File: src/rtl/trig_normalizer.sv
module trig_normalizer #(
  parameter int LINES  = 8,
  parameter int ADDR_W = 16
) (
  input  logic              clk,
  input  logic              rst_n,
  input  logic              req_valid,
  input  logic              req_write,
  input  logic [ADDR_W-1:0] req_addr,
  input  logic [31:0]       req_wdata,
  output logic [31:0]       rsp_rdata,
  input  logic [LINES-1:0]  line_in,
  output logic [LINES-1:0]  irq_out
);
  localparam int IDX_W = (LINES > 1) ? $clog2(LINES) : 1;
  localparam logic [ADDR_W-1:0] CFG_BASE = ADDR_W'(32'h110);
  localparam logic [ADDR_W-1:0] VER_ADDR = ADDR_W'(32'h1000);
  localparam logic [ADDR_W-1:0] CFG_SPAN = ADDR_W'(4 * LINES);
  localparam logic [31:0] VERSION = 32'h0003_0200;

  logic [LINES-1:0][3:0] cfg_q;
  logic [LINES-1:0] sync1_q, sync2_q, norm_q;
  logic [LINES-1:0] norm_v, fire_v, ok_v, en_v;

  logic [ADDR_W-1:0] offs;
  logic              hit_cfg;
  logic [IDX_W-1:0]  idx;

  assign offs    = req_addr - CFG_BASE;
  assign hit_cfg = (offs < CFG_SPAN) && (offs[1:0] == 2'b00);
  assign idx     = offs[IDX_W+1:2];

  for (genvar g = 0; g < LINES; g++) begin : g_line
    logic [2:0] trig;
    assign trig      = cfg_q[g][2:0];
    assign en_v[g]   = cfg_q[g][3];
    assign ok_v[g]   = (trig == 3'b000) || (trig == 3'b010) || (trig == 3'b100) ||
                       (trig == 3'b110) || (trig == 3'b111);
    assign norm_v[g] = sync2_q[g] ^ ~trig[2];
    assign fire_v[g] = (trig == 3'b111) ? (norm_v[g] ^ norm_q[g]) :
                       trig[1]          ? (norm_v[g] & ~norm_q[g]) :
                                          norm_v[g];
  end

  always_ff @(posedge clk) begin
    if (!rst_n) begin
      cfg_q     <= '0;
      sync1_q   <= '0;
      sync2_q   <= '0;
      norm_q    <= '0;
      irq_out   <= '0;
      rsp_rdata <= '0;
    end else begin
      sync1_q   <= line_in;
      sync2_q   <= sync1_q;
      norm_q    <= norm_v;
      irq_out   <= fire_v & en_v & ok_v;
      rsp_rdata <= '0;
      if (req_valid && req_write && hit_cfg)
        cfg_q[idx] <= req_wdata[3:0];
      if (req_valid && !req_write) begin
        if (hit_cfg)
          rsp_rdata <= {28'd0, cfg_q[idx]};
        else if (req_addr == VER_ADDR)
          rsp_rdata <= VERSION;
      end
    end
  end
endmodule

File: config.mk
export PLATFORM = sky130hd
export DESIGN_NAME = trig_normalizer
export DESIGN_NICKNAME = d
export VERILOG_FILES = /design/src/rtl/trig_normalizer.sv
export SDC_FILE = /design/constraint.sdc
export NUM_CORES = 1
export LEC_CHECK = 0
export BUFFER_PORTS_ARGS = -buffer_cell sky130_fd_sc_hd__buf_4
export CAP_MARGIN = 0
export CORE_UTILIZATION = 51
export DETAILED_ROUTE_END_ITERATION = 7
export GPL_TIMING_DRIVEN = 0
export PLACE_DENSITY_LB_ADDON = 0.08
export SETUP_SLACK_MARGIN = 0.3
export SLEW_MARGIN = 20
export SYNTH_ARGS = -nofsm -noshare
export SYNTH_HDL_FRONTEND = slang
export SYNTH_SLANG_ARGS = --single-unit
File: constraint.sdc
create_clock -name clk -period 2.7 [get_ports clk]
set_clock_uncertainty 0.15 [all_clocks]
set_input_delay 0.54 -clock clk [delete_from_list [all_inputs] [get_ports clk]]
set_output_delay 0.54 -clock clk [all_outputs]
set_load 0.01 [all_outputs]
==> flow_summary.json, run 1 <==
{
  "dp.cells": 500,
  "fillers": 493,
  "finalMaxSlewViolations": 0,
  "synthToLayoutAreaGrowth_pct": 25.5,
  "portBuffers": 45,
  "cp_data_required_time_ps": 2770,
  "synthMuxAreaShare_pct": 13.9,
  "worst_pin_slew_ps": 665,
  "die_w_um": 81.8,
  "synth_xor_area_share_pct": 2.70,
  "final-setup-viol-count": 0,
  "hold_violations": 0,
  "power_frac_comb_pct": 9.4,
  "drv_cap": 0,
  "dieArea_sq_um": 6680,
  "hp-start": "req_addr[8]",
  "synth-simple-area-share_pct": 20.1,
  "yosysWarnings": 0,
  "antenna_found_initial": 0,
  "internal_power_mw": 1.68,
  "p_leak_nw": 1.95,
  "finalCriticalPeriod_ps": 2380,
  "drt-total-wl_um": 7140,
  "min_path_cells": 2,
  "power.share.switching_pct": 23.1,
  "place_ws_ps": -131,
  "outcome": "finished clean",
  "cts.clk_slew.worst_paths_ps": 70,
  "final_nets": 508,
  "grt_use_total_pct": 22.9,
  "cts_tree": "done",
  "coreArea_sq_um": 6030,
  "synth_top_family_by_area": "simple AND/OR/NAND/NOR gates",
  "synthAdderAreaFrac_pct": 3.86,
  "worstHoldEndpoint": "rsp_rdata[16]",
  "dr_total_vias": 2614,
  "cts_root_buf": "clkbuf_8",
  "rows": 28,
  "setup-tns-final_ps": 0,
  "synth.avg_cell_area_sq_um": 9.11,
  "rrSetupSlack_ps": 1220,
  "io_pins": 100,
  "timing.rr.start": "cfg_q[14]",
  "synth.distinct_cells": 35,
  "maxSlewHeadroom_pct": 55.5,
  "hold_ws_ps": 228,
  "critical_path_class": "primary input to flop",
  "endpoint_kind": "flop",
  "clock_latency_ps": 350,
  "reg2reg_depth": 5,
  "rsz0062_at_grt": "true",
  "grt_pass1_wl_um": 11200,
  "irDropWorstVdd_mv": 0.384,
  "drc": 0,
  "seq_area_frac_synth_pct": 42.6,
  "clkPwrFrac_pct": 43.0,
  "fin_crit_sh_pct": 88.0,
  "min_path_type": "primary input to flop",
  "overflow": 0,
  "p_per_area_nw_per_um2": 537,
  "grt_pass1_vias": 2393,
  "via_per_inst": 5.05,
  "start_util_pct": 53.8,
  "synth_compound_area_share_pct": 5.78,
  "netlist_area_sq_um": 3240,
  "fin_cells": 518,
  "wl_per_cell_um": 13.8,
  "drt_pre_antenna_iters": 5,
  "final_antenna_net_count": 0,
  "die_h_um": 81.8,
  "p_switching_mw": 0.505,
  "drt_iter0_markers": 136,
  "cts_sinks": 69,
  "r2r-end": "irq_out[3]",
  "synth_cells": 356,
  "seqPwrFrac_pct": 47.6,
  "hold_buffers": 0,
  "numCtsBuffers": 9,
  "cp-start-kind": "primary input",
  "layout-drive-gt1-share_pct": 24.2,
  "layout_setup_ws_ps": 323,
  "place_hpwl_um": 5200,
  "grt_max_degree": 13,
  "ctsLongestPathBuffers": 2,
  "gp_congestion": 0.913,
  "clock.fmax_mhz": 421,
  "antennaDiodeCount": 0,
  "crit_fanout": 8,
  "critPathArrivalTime_ps": 2440,
  "synth_seq_cells": 69,
  "htree_num_levels": 3
}
worst max-delay path by stage:
stage / startpoint / endpoint / slack (ps) / cells after the start
after floorplan: req_addr[4] / cfg_q[10] / 270 / 8
after global placement: req_addr[4] / cfg_q[18] / -70 / 9
after detailed placement: req_addr[4] / cfg_q[14] / -130 / 8
after CTS: req_addr[4] / cfg_q[14] / 310 / 9
after global routing: req_addr[4] / cfg_q[22] / 250 / 9
final: req_addr[4] / cfg_q[4] / 320 / 9
registers in the layout (all words and copies together) (netlist names):
name,cells
sync1_q,8
norm_q,8
sync2_q,8
cfg_q,32
irq_out,8
rsp_rdata,5
worst max-delay path, cell delays in order:
cell and delay (ps):
buf_4 140, clkinvlp_4 120, ha_1 290, nand2_1 60, or3_1 340, buf_4 170, or4_1 510, buf_6 160
mux2i_1 110
kinds of logic after synthesis:
group | count (synthesis)
and+or+nand+nor | 134
DFF | 69
buffers and inverters | 65
muxes | 40
AOI/OAI and AO/OA | 27
adders and majority gates | 10
xor gates and xnor gates | 10
other | 1
cells in the mapped netlist, drive strengths merged:
cell / number / area [sq um]
a21oi: 3 / 15.0
a22o: 1 / 8.76
a22oi: 8 / 60.1
a2bb2oi: 1 / 8.76
a31oi: 1 / 6.26
and2: 24 / 150
and3: 2 / 12.5
buf: 36 / 246
clkbuf: 10 / 37.5
conb: 1 / 3.75
dfxtp: 69 / 1380
ha: 10 / 125
inv: 19 / 71.3
mux2i: 36 / 360
mux4: 4 / 90.1
nand2: 57 / 214
nand3: 6 / 30.0
nand3b: 1 / 7.51
nand4: 4 / 25.0
nor2: 21 / 78.8
nor2b: 2 / 12.5
nor3b: 1 / 7.51
nor4: 6 / 43.8
o211ai: 1 / 7.51
o221ai: 1 / 8.76
o22ai: 9 / 56.3
o2bb2ai: 1 / 8.76
o31ai: 1 / 7.51
or3: 3 / 18.8
or4: 7 / 52.6
xnor2: 8 / 70.1
xor2: 2 / 17.5
final cells by class:
class / count / area (sq um) / share of cell area, %
multi-input cells: 246 / 1610 / 39.6
flip-flops and latches: 69 / 1380 / 33.9
repair buffers: 47 / 353 / 8.67
plain buffers: 46 / 330 / 8.11
clock buffers: 11 / 141 / 3.47
well taps: 75 / 93.8 / 2.30
clock inverters: 5 / 83.8 / 2.06
inverters: 19 / 75.1 / 1.84
repair_timing:
item,CTS,global route
setup endpoints to repair,28,28
setup buffers,1,1
resized for setup,1,21
hold endpoints to repair,0,0
placed cells by master (no fill, tap or decap), types with 2 or more instances in the layout:
master / instances
buf_4: 75
dfxtp_1: 69
nand2_1: 57
mux2i_1: 36
conb_1: 25
and2_1: 24
nor2_1: 21
inv_1: 18
clkbuf_1: 11
ha_1: 10
clkbuf_8: 10
o22ai_1: 9
xnor2_1: 8
a22oi_1: 8
buf_6: 7
nand3_1: 6
nor4_1: 5
nand4_1: 4
mux4_2: 4
or4_4: 4
clkinvlp_4: 3
or3_1: 3
or4_1: 3
a21oi_1: 3
xor2_1: 2
nor2b_1: 2
and3_1: 2
bufinv_16: 2
routing by layer:
layer	track usage [%]	routed length [um]	vias up	part of all wire (%)
li1	-	-	1314	-
met1	28.7	3080	1176	43
met2	36.6	3300	106	46
met3	5.67	608	18	8.5
met4	11.1	161	0	2.3
met5	0	0	-	0
metrics by stage:
step | instance area, sq um | power, mW | util (%)
3_5_place_dp | 3770 | 1.26 | 62.5
2_1_floorplan | 3330 | 1.19 | -
5_1_grt | 4070 | 2.28 | 67.6
4_1_cts | 4000 | 2.20 | 66.4
6_report | 4070 | 2.19 | 67.6
3_3_place_gp | 3770 | 1.26 | 62.5
power groups by stage:
| stage | Clock [mW] | Sequential, mW | Combinational [mW] |
|---|---|---|---|
| finish | 0.939 | 1.04 | 0.206 |
| global route | 1.01 | 1.04 | 0.230 |
| CTS | 0.956 | 1.04 | 0.201 |
| detailed placement | 0 | 1.06 | 0.198 |
| global placement | 0 | 1.06 | 0.193 |
| floorplan | 0 | 1.06 | 0.131 |
(Power assumes the default switching activity.)
==> run 2, diff against run 1 <==
--- a/config.mk
+++ b/config.mk
@@ -7,7 +7,7 @@
 export LEC_CHECK = 0
 export BUFFER_PORTS_ARGS = -buffer_cell sky130_fd_sc_hd__buf_4
 export CAP_MARGIN = 0
-export CORE_UTILIZATION = 51
+export CORE_UTILIZATION = 35
 export DETAILED_ROUTE_END_ITERATION = 7
 export GPL_TIMING_DRIVEN = 0
 export PLACE_DENSITY_LB_ADDON = 0.08
==> run 2 against run 1 <==
The run now ends with DRC left. Global-route usage down 6.4 points. First-iteration DRC count down 19%. Cell area down 0.12%. Wire length up 4.5%. Utilization down 22 points. Register-to-register slack about the same. Fmax up 1.1%. Via count down 1.1%. Setup slack better by 25 ps.
==> flow_summary.json, run 2 (synthesis results as in run 1) <==
{
  "cp-start-kind": "primary input",
  "fin_area_sq_um": 4070,
  "final_antenna_net_count": 0,
  "crit_slowest_cell": "or4_4",
  "critPathArrivalTime_ps": 2410,
  "cts_tree": "done",
  "rsz0062_at_grt": "false",
  "start_util_pct": 36.7,
  "finalMaxSlewViolations": 0,
  "die_w_um": 98.3,
  "drt_iter0_markers": 110,
  "cts_root_buf": "clkbuf_8",
  "htree_num_levels": 3,
  "ctsLongestPathBuffers": 2,
  "setup-tns-final_ps": 0,
  "wl_met2_um": 3300,
  "reg2reg_depth": 5,
  "final_nets": 508,
  "overflow": 0,
  "violations": "DRC",
  "wl_per_cell_um": 13.5,
  "rows": 34,
  "multiInputGateArea_sq_um": 1620,
  "min_path_cells": 2,
  "cts_sinks": 69,
  "endpoint": "cfg_q[8]",
  "rrSetupSlack_ps": 1210,
  "p_per_area_nw_per_um2": 511,
  "cpLargestDelayFamily": "simple AND/OR/NAND/NOR gates",
  "largest_reg_flops": 32,
  "layout-drive-gt1-share_pct": 24.4,
  "grt_use_total_pct": 16.5,
  "synthToLayoutAreaGrowth_pct": 25.3,
  "grt_pass1_wl_um": 12100,
  "drv_cap": 0,
  "min_path_type": "primary input to flop",
  "gp_congestion": 0.840,
  "antenna_found_initial": 0,
  "fin_crit_sh_pct": 87.1,
  "clock_latency_ps": 350,
  "place_hpwl_um": 5460,
  "layout_common_cells": "77 x buf_4, 69 x dfxtp_1, 57 x nand2_1, 36 x mux2i_1, 25 x conb_1",
  "crit_start": "req_addr[4]",
  "crit_fanout": 8,
  "slowest_delay_ps": 480,
  "fillers": 906,
  "seq_area_sq_um": 1380,
  "io_pins": 100,
  "coreArea_sq_um": 8850,
  "maxSlewHeadroom_pct": 58.7,
  "antennaDiodeCount": 0,
  "total_power_mw": 2.08,
  "cts.clk_slew.worst_paths_ps": 70,
  "final-setup-viol-count": 0,
  "clock.fmax_mhz": 425,
  "numCtsBuffers": 9,
  "hold_violations": 0,
  "drt_pre_antenna_iters": 7,
  "cp.buffers_inverters": 4,
  "finalCriticalPeriod_ps": 2350,
  "cp_cell_sequence": "buf_4 > clkinvlp_4 > ha_1 > nand2_1 > or3_1 > buf_4 > or4_4 > buf_4 > mux2i_1",
  "critical_path_class": "primary input to flop",
  "endpoint_kind": "flop",
  "layout_setup_ws_ps": 349,
  "post-route-util_pct": 46.0,
  "timing.rr.start": "cfg_q[30]",
  "portBuffers": 45,
  "cp_data_required_time_ps": 2760,
  "dr_total_vias": 2585,
  "via_per_inst": 4.69,
  "m1WireLength_um": 3540,
  "dieArea_sq_um": 9660,
  "drt-total-wl_um": 7460,
  "cp.depth": 9,
  "hp-start": "req_addr[8]",
  "wl_met3_um": 484,
  "dr.max_layer_used": "met4",
  "irDropWorstVdd_mv": 0.216,
  "p_leak_nw": 1.93,
  "place_ws_ps": -107,
  "top_register": "cfg_q",
  "drc": 9,
  "crit_top_cell": "buf_4",
  "layout_commonest_cell": "buf_4",
  "worst_pin_slew_ps": 618,
  "r2r-end": "irq_out[7]",
  "outcome": "complete, but fails checks",
  "dpl-instance-area_sq_um": 3810,
  "grt_pass1_vias": 2444,
  "die_h_um": 98.3,
  "grt_max_degree": 12
}
==> run 2: cell types whose count changed in the layout (fill, tap and decap cells not counted), sizes merged <==
cell,change
clkinv,+1
bufinv,-1
clkbuf,+1
clkinvlp,-1
==> run 2: final cells by class <==
class	instances	area share, %
multi-input cells	246	39.8
flip-flops and latches	69	34.0
repair buffers	47	8.68
plain buffers	46	7.63
clock buffers	12	3.57
well taps	108	3.32
inverters	19	1.85
clock inverters	4	1.17
==> run 2: worst min-delay path by stage <==
stage,endpoint,slack (ps)
after floorplan,sync2_q[0],260
after global routing,rsp_rdata[16],200
final,rsp_rdata[16],200
after global placement,sync2_q[2],260
after detailed placement,sync2_q[7],270
after CTS,rsp_rdata[16],190
==> run 2: routing by layer <==
| metal | track usage [%] | vias up |
|---|---|---|
| li1 | - | 1308 |
| met1 | 21.5 | 1183 |
| met2 | 24.9 | 83 |
| met3 | 4.15 | 11 |
| met4 | 9.07 | 0 |
| met5 | 0 | - |
==> run 2: worst reg2reg max path: stages, from the launching register on <==
cell,delay (ps)
dfxtp_1,370
xnor2_1,280
ha_1,290
o22ai_1,120
a22oi_1,100
nor2_1,100
==> run 2: metrics by stage <==
step / instances / hold WS, ps
final: 551 / 204
after floorplan: 380 / 262
after CTS: 550 / 188
after global routing: 551 / 201
after global placement: 533 / 263
after detailed placement: 533 / 271
==> run 2: report_power, final <==
| group | switching (mW) | internal (mW) | leakage, nW |
|---|---|---|---|
| sequential | 0.00450 | 1.04 | 0.562 |
| clock | 0.384 | 0.449 | 0.0964 |
| combinational | 0.109 | 0.0973 | 1.27 |
| total | 0.497 | 1.58 | 1.93 |
==> run 2: repair_timing <==
action | CTS | global route
hold buffers | 0 | 0
setup endpoints to repair | 20 | 25
setup buffers | 1 | 1
resized for setup | 1 | 18
pin swaps | 0 | 0
==> run 3, diff against run 2 <==
==> constraint.sdc (replaced) <==
create_clock -name clk -period 2 [get_ports clk]
set_clock_uncertainty 0.15 [all_clocks]
set_input_delay 0.4 -clock clk [delete_from_list [all_inputs] [get_ports clk]]
set_output_delay 0.4 -clock clk [all_outputs]
set_load 0.01 [all_outputs]
==> run 3 against run 2 <==
The flow finishes with violations (DRC, setup timing). Die area is the same. Via count grew 0.27%. Combinational power grew 46%. Flip-flop and latch count is the same. Critical endpoint is now cfg_q[25].
==> flow_summary.json, run 3 (synthesis results as in run 1) <==
{
  "post-route-util_pct": 47.5,
  "p_leak_nw": 1.99,
  "r2r-end": "irq_out[2]",
  "hp-start": "req_addr[8]",
  "cts_sinks": 69,
  "drv_cap": 0,
  "numCtsBuffers": 9,
  "layout_common_cells": "77 x buf_4, 69 x dfxtp_1, 57 x nand2_1, 36 x mux2i_1, 25 x conb_1",
  "reg2reg_depth": 5,
  "irDropWorstVdd_mv": 0.304,
  "dr.max_layer_used": "met4",
  "drt_iter0_markers": 132,
  "outcome": "complete, but fails checks",
  "dieArea_sq_um": 9660,
  "wl_per_cell_um": 13.8,
  "rrSetupSlack_ps": 530,
  "hold_violations": 0,
  "p_per_area_nw_per_um2": 658,
  "antenna_found_initial": 0,
  "die_h_um": 98.3,
  "m1WireLength_um": 3590,
  "worstHoldEndpoint": "rsp_rdata[16]",
  "top_register": "cfg_q",
  "critical_path_class": "primary input to flop",
  "cts_tree": "done",
  "min_path_cells": 2,
  "grt_pass1_vias": 2392,
  "setup-tns-final_ps": -1070,
  "cts_root_buf": "clkbuf_8",
  "final_antenna_net_count": 0,
  "htree_num_levels": 3,
  "place_ws_ps": -652,
  "violations": "DRC, setup timing",
  "fin_crit_sh_pct": 103,
  "rows": 34,
  "coreArea_sq_um": 8850,
  "drt_pre_antenna_iters": 7,
  "dp.cells": 533,
  "overflow": 0,
  "gp_congestion": 0.840,
  "largest_reg_flops": 32,
  "io_pins": 100,
  "cp_data_required_time_ps": 2070,
  "wl_met2_um": 3490,
  "clock.fmax_mhz": 485,
  "antennaDiodeCount": 0,
  "ctsLongestPathBuffers": 2,
  "rsz0062_at_grt": "true",
  "place_hpwl_um": 5380,
  "synthToLayoutAreaGrowth_pct": 29.5,
  "grt_pass1_wl_um": 12100,
  "fin_cells": 553,
  "layout-drive-gt1-share_pct": 27.9,
  "final_nets": 513,
  "cts.clk_slew.worst_paths_ps": 80,
  "grt_max_degree": 11,
  "cp-start-kind": "primary input",
  "die_w_um": 98.3,
  "crit_fanout": 8,
  "finalMaxSlewViolations": 0,
  "layout_commonest_cell": "buf_4",
  "critPathArrivalTime_ps": 2130,
  "clock_latency_ps": 350,
  "hold_ws_ps": 61.8,
  "maxSlewHeadroom_pct": 62.3,
  "layout_setup_ws_ps": -59.8,
  "final-setup-viol-count": 28,
  "drt-total-wl_um": 7610,
  "wl_met3_um": 380,
  "portBuffers": 45,
  "endpoint_kind": "flop",
  "finalCriticalPeriod_ps": 2060,
  "worst_pin_slew_ps": 565,
  "min_path_type": "primary input to flop",
  "dr_total_vias": 2592,
  "grt_use_total_pct": 16.4,
  "via_per_inst": 4.69,
  "fillers": 861,
  "timing.rr.start": "cfg_q[10]",
  "start_util_pct": 36.7,
  "drc": 9
}
[run 3: cell count changes in the layout (fill, tap and decap cells not counted), moves of 2 or more]
cell	change
buf_6	+5
clkbuf_1	-4
clkbuf_2	+3
nor4_4	+3
buf_2	-2
nand3_2	+2
nor4_1	-2
or4_1	-2
or4_4	+2
[run 3: how the worst max path moves through the flow]
stage,startpoint,to,slack [ps]
3_5_place_dp,req_addr[4],cfg_q[25],-650
6_report,req_addr[4],cfg_q[25],-60
2_1_floorplan,req_addr[4],cfg_q[10],-290
4_1_cts,req_addr[4],cfg_q[25],-30
5_1_grt,req_addr[4],cfg_q[25],-90
3_3_place_gp,req_addr[4],cfg_q[24],-670
[run 3: layout make-up]
| cell class | count | area, sq um | share of cell area, % |
|---|---|---|---|
| Clock buffer | 10 | 128 | 3.04 |
| Tap cell | 108 | 135 | 3.22 |
| Clock inverter | 3 | 40.0 | 0.953 |
| Buffer | 46 | 342 | 8.13 |
| Multi-Input combinational cell | 247 | 1710 | 40.7 |
| Inverter | 19 | 75.1 | 1.79 |
| Sequential cell | 69 | 1380 | 32.9 |
| Timing Repair Buffer | 51 | 390 | 9.29 |
[run 3: power breakdown]
group / leakage, nW / switching, mW / internal (mW)
clock network: 0.0878 / 0.509 / 0.552
logic: 1.34 / 0.159 / 0.142
registers: 0.562 / 0.00622 / 1.40
total: 1.99 / 0.674 / 2.09
[run 3: through the flow]
stage	instance area, sq um	power (mW)
after floorplan	3340	1.61
after global placement	3810	1.70
after detailed placement	3810	1.71
after CTS	4110	2.78
after global routing	4200	2.90
final	4200	2.77
[run 3: worst max-delay path, cell delays in order]
cell        delay [ps]
buf_8               80
clkinvlp_4         110
ha_4               180
xor2_1             150
or3_1              370
buf_6              150
or4_4              430
buf_6              150
mux2i_1            120
[run 3: layer usage]
| layer | global-route usage [%] | vias to the layer above |
|---|---|---|
| li1 | - | 1320 |
| met1 | 21.7 | 1189 |
| met2 | 25.6 | 72 |
| met3 | 3.29 | 11 |
| met4 | 8.27 | 0 |
| met5 | 0 | - |
[run 3: timing repair]
item	in CTS	in global routing
hold buffers	0	0
gates cloned	0	1
buffers inserted	3	3
pin swaps	9	1
setup endpoints to repair	33	36
gates resized for setup	30	15
